[src/rtl/regd_addsub.sv]
module regd_addsub #(
  parameter int W = 4
) (
  input  logic         clk,
  input  logic         rst_n,
  input  logic [W-1:0] opa,
  input  logic [W-1:0] opb,
  input  logic         sub_en,
  output logic [W-1:0] res,
  output logic         ovf
);

  logic [W-1:0] a_q, b_q;
  logic         m_q;
  logic [W-1:0] b_eff, sum;
  logic [W:0]   cy;

  always_ff @(posedge clk or negedge rst_n) begin
    if (!rst_n) begin
      a_q <= '0;
      b_q <= '0;
      m_q <= 1'b0;
    end else begin
      a_q <= opa;
      b_q <= opb;
      m_q <= sub_en;
    end
  end

  assign b_eff = b_q ^ {W{m_q}};
  assign cy[0] = m_q;

  for (genvar i = 0; i < W; i++) begin : g_cell
    assign sum[i]  = a_q[i] ^ b_eff[i] ^ cy[i];
    assign cy[i+1] = (a_q[i] & b_eff[i]) | (cy[i] & (a_q[i] ^ b_eff[i]));
  end

  always_ff @(posedge clk or negedge rst_n) begin
    if (!rst_n) begin
      res <= '0;
      ovf <= 1'b0;
    end else begin
      res <= sum;
      ovf <= cy[W] ^ cy[W-1];
    end
  end

endmodule

[config.mk]
export PLATFORM = sky130hd
export DESIGN_NAME = regd_addsub
export DESIGN_NICKNAME = d
export VERILOG_FILES = /design/src/rtl/regd_addsub.sv
export SDC_FILE = /design/constraint.sdc
export NUM_CORES = 1
export LEC_CHECK = 0
export ABC_AREA = 1
export CAP_MARGIN = 20
export CORE_UTILIZATION = 38
export DETAILED_ROUTE_END_ITERATION = 8
export PLACE_DENSITY_LB_ADDON = 0.1
export SLEW_MARGIN = 20
export SYNTH_ARGS = -nofsm -noshare
export SYNTH_HDL_FRONTEND = slang
export SYNTH_SLANG_ARGS = --single-unit
[constraint.sdc]
create_clock -name clk -period 1.95 [get_ports clk]
set_input_delay 0.39 -clock clk [delete_from_list [all_inputs] [get_ports clk]]
set_output_delay 0.39 -clock clk [all_outputs]
set_load 0.005 [all_outputs]
==> flow_summary.yaml <==
sta:
  holdWs_ns: 0.496
  tightest_slew_ns: 0.581
  finalMaxSlewViolations: 0
  tns_ns: 0
  slew_headroom_pct: 61.1
  rsz0062_at_grt: "yes"
  period_needed_ns: 1.92
  hold_viol: 0
  max_freq_ghz: 0.520
  skew_ns: 0.000459
  setup_violations: 0
  post-route-period-util_pct: 98.7
routing:
  drc_errors: 0
  wl_per_cell_um: 7.15
  vias_per_cell: 3.95
  antenna_left: 0
  dr_total_vias: 336
  first_pass_iters: 1
  wl_um: 608
  drtIter0Drc: 0
power_and_ir_drop:
  p_switching_uw: 127
  worst_ir_drop_vdd_v: 0.000482
  clock_power_share_pct: 24.8
  cellLeakagePower_nw: 0.399
  power_switching_share_pct: 21.5
  p_int_uw: 464
  comb_power_share_pct: 19.9
  pwr_density_cell_nw_per_um2: 774
  seqPwrFrac_pct: 55.3
run_status:
  status: "finished clean"
critical_path:
  reg2reg_setup_slack_ns: 0.03
  worstSetupPathType: "reg2reg"
  crit_slowest_cell: "fa_2"
  arrival_ns: 2.09
  slowest_delay_ns: 0.53
  worst_r2r_path_depth: 7
  critPathBufInv: 2
  crit_chain: "inv_2 > nand2_2 > nand2_2 > fa_2 > fa_2 > fa_2 > inv_1"
  path_common_cell: "fa_2"
  critPathTopFamily: "adder cells"
  crit_path_end_kind: "flip-flop"
  worst-endpoint-required_ns: 2.11
  reg2reg_from: "m_q$_DFF_PN0_"
  start_kind: "flip-flop"
  reg2reg_to: "res[3]$_DFF_PN0_"
  crit_fanout: 3
synthesis:
  synth_xor_area_share_pct: 0
  syn-cell-area_um2: 527
  synth_simple_gate_area_share_pct: 12.1
  yosysUniqueCellTypes: 5
  seq_area_frac_synth_pct: 66.5
  synth_top_family_by_area: "simple AND/OR/NAND/NOR gates"
  synth_compound_area_share_pct: 0
  syn_nets: 62
  synth_top_cell_area_share_pct: 66.5
  synthMuxAreaShare_pct: 0
  synth_seq_cells: 14
  yosys.area.top_type: "dfrtp_1"
  synthTopCellsByArea: "dfrtp_1, nand2_1, fa_1"
  synthAdderAreaFrac_pct: 11.4
  syn-instance-count: 48
  synth.avg_cell_area_um2: 11.0
  synth_warnings: 0
placed_design:
  gp_congestion: 0.766
  hpwl_um: 466
  io_buffer_count: 15
  place_inst: 80
floorplanning:
  core-area_um2: 1300
  fp.dieW_um: 39.2
  io_pins: 16
  die_h_um: 39.2
  start_util_pct: 40.5
  rows: 13
  dieArea_um2: 1540
clock_network:
  clk-insertion-delay-late_ns: 0.26
  clk_pin_slew_ns: 0.07
  cts_sinks: 14
  cts_root_buf: "clkbuf_4"
  cts_buffers: 3
  cts_tree: "built"
  h-tree-depth: 1
  cts_buffer_depth: 2
flow_run:
  max_cap_violations: 0
cells_and_area:
  area_growth_syn_to_layout_pct: 44.9
  nNetsFinal: 86
  drive_above_1_share_pct: 20.0
  stdcell_count: 85
  n_antenna_cell: 0
grt:
  grt_pass1_vias: 307
  grt_pass1_wl_mm: 1.12
  grt_util_all_layers_pct: 11.9
  grt_overflow: 0
  antenna_found_initial: 0
  grt_max_degree: 15
hold_path:
  hold_class: "in2async"
[Yosys cell counts (all sizes together)]
| master | number |
|---|---|
| inv | 14 |
| nand2 | 17 |
| fa | 3 |
| dfrtp | 14 |
[kinds of logic after synthesis]
group,after synthesis
buf+inv,14
flops,14
simple gates,17
fa+ha+maj,3
[state kept, by name (all words and copies together) (netlist names)]
name,cells
a_q,4
b_q,4
m_q,1
ovf,1
res,4
[cells in the final DEF, fill, tap and decap left out, drive strengths merged]
cell,n
buf,4
clkbuf,3
clkdlybuf4s50,15
dfrtp,14
fa,3
inv,14
nand2,17
[power groups by stage]
stage	sequential, mW	combinational, mW	clock, mW
floorplan	0.336	0.0360	0
global placement	0.332	0.108	0
detailed placement	0.333	0.110	0
CTS	0.327	0.114	0.157
global route	0.329	0.136	0.177
finish	0.327	0.118	0.147
[layer usage]
layer	routed length (um)	track usage (%)	vias up
met2	319	17.5	15
met4	0	7.76	0
li1	-	-	176
met5	0	0	-
met3	49	5.20	0
met1	240	13.9	145
[what timing repair did]
action	CTS	global route
hold buffers	0	0
pin swaps	1	2
endpoints found under the setup margin	2	2
gates cloned	0	0
resized for setup	1	4
buffers inserted	1	1
[stage by stage]
step / instance area (um2) / utilization, % / total power, mW / setup slack, ns
finish: 763 / 58.7 / 0.591 / 0.0251
global route: 763 / 58.7 / 0.643 / -0.0463
CTS: 746 / 57.3 / 0.598 / 0.0325
detailed placement: 713 / 54.8 / 0.442 / 0.00642
global placement: 713 / 54.8 / 0.441 / 0.0195
floorplan: 529 / - / 0.372 / 0.0352
[layout make-up]
| cell class | count | area [um2] |
|---|---|---|
| Fill cell | 126 | 538 |
| Tap cell | 15 | 18.8 |
| Inverter | 14 | 52.6 |
| Timing Repair Buffer | 19 | 180 |
| Multi-Input combinational cell | 20 | 139 |
| Sequential cell | 14 | 350 |
| Clock buffer | 3 | 22.5 |
[how the worst max path moves through the flow]
stage	from	to	slack, ns	cells after the start
6_report	m_q$_DFF_PN0_	res[3]$_DFF_PN0_	0.03	7
5_1_grt	m_q$_DFF_PN0_	res[3]$_DFF_PN0_	-0.05	7
4_1_cts	m_q$_DFF_PN0_	ovf$_DFF_PN0_	0.03	8
3_5_place_dp	m_q$_DFF_PN0_	ovf$_DFF_PN0_	0.006	8
3_3_place_gp	m_q$_DFF_PN0_	res[3]$_DFF_PN0_	0.02	6
2_1_floorplan	m_q$_DFF_PN0_	res[3]$_DFF_PN0_	0.04	7
Power figures use the tool's default switching activity.
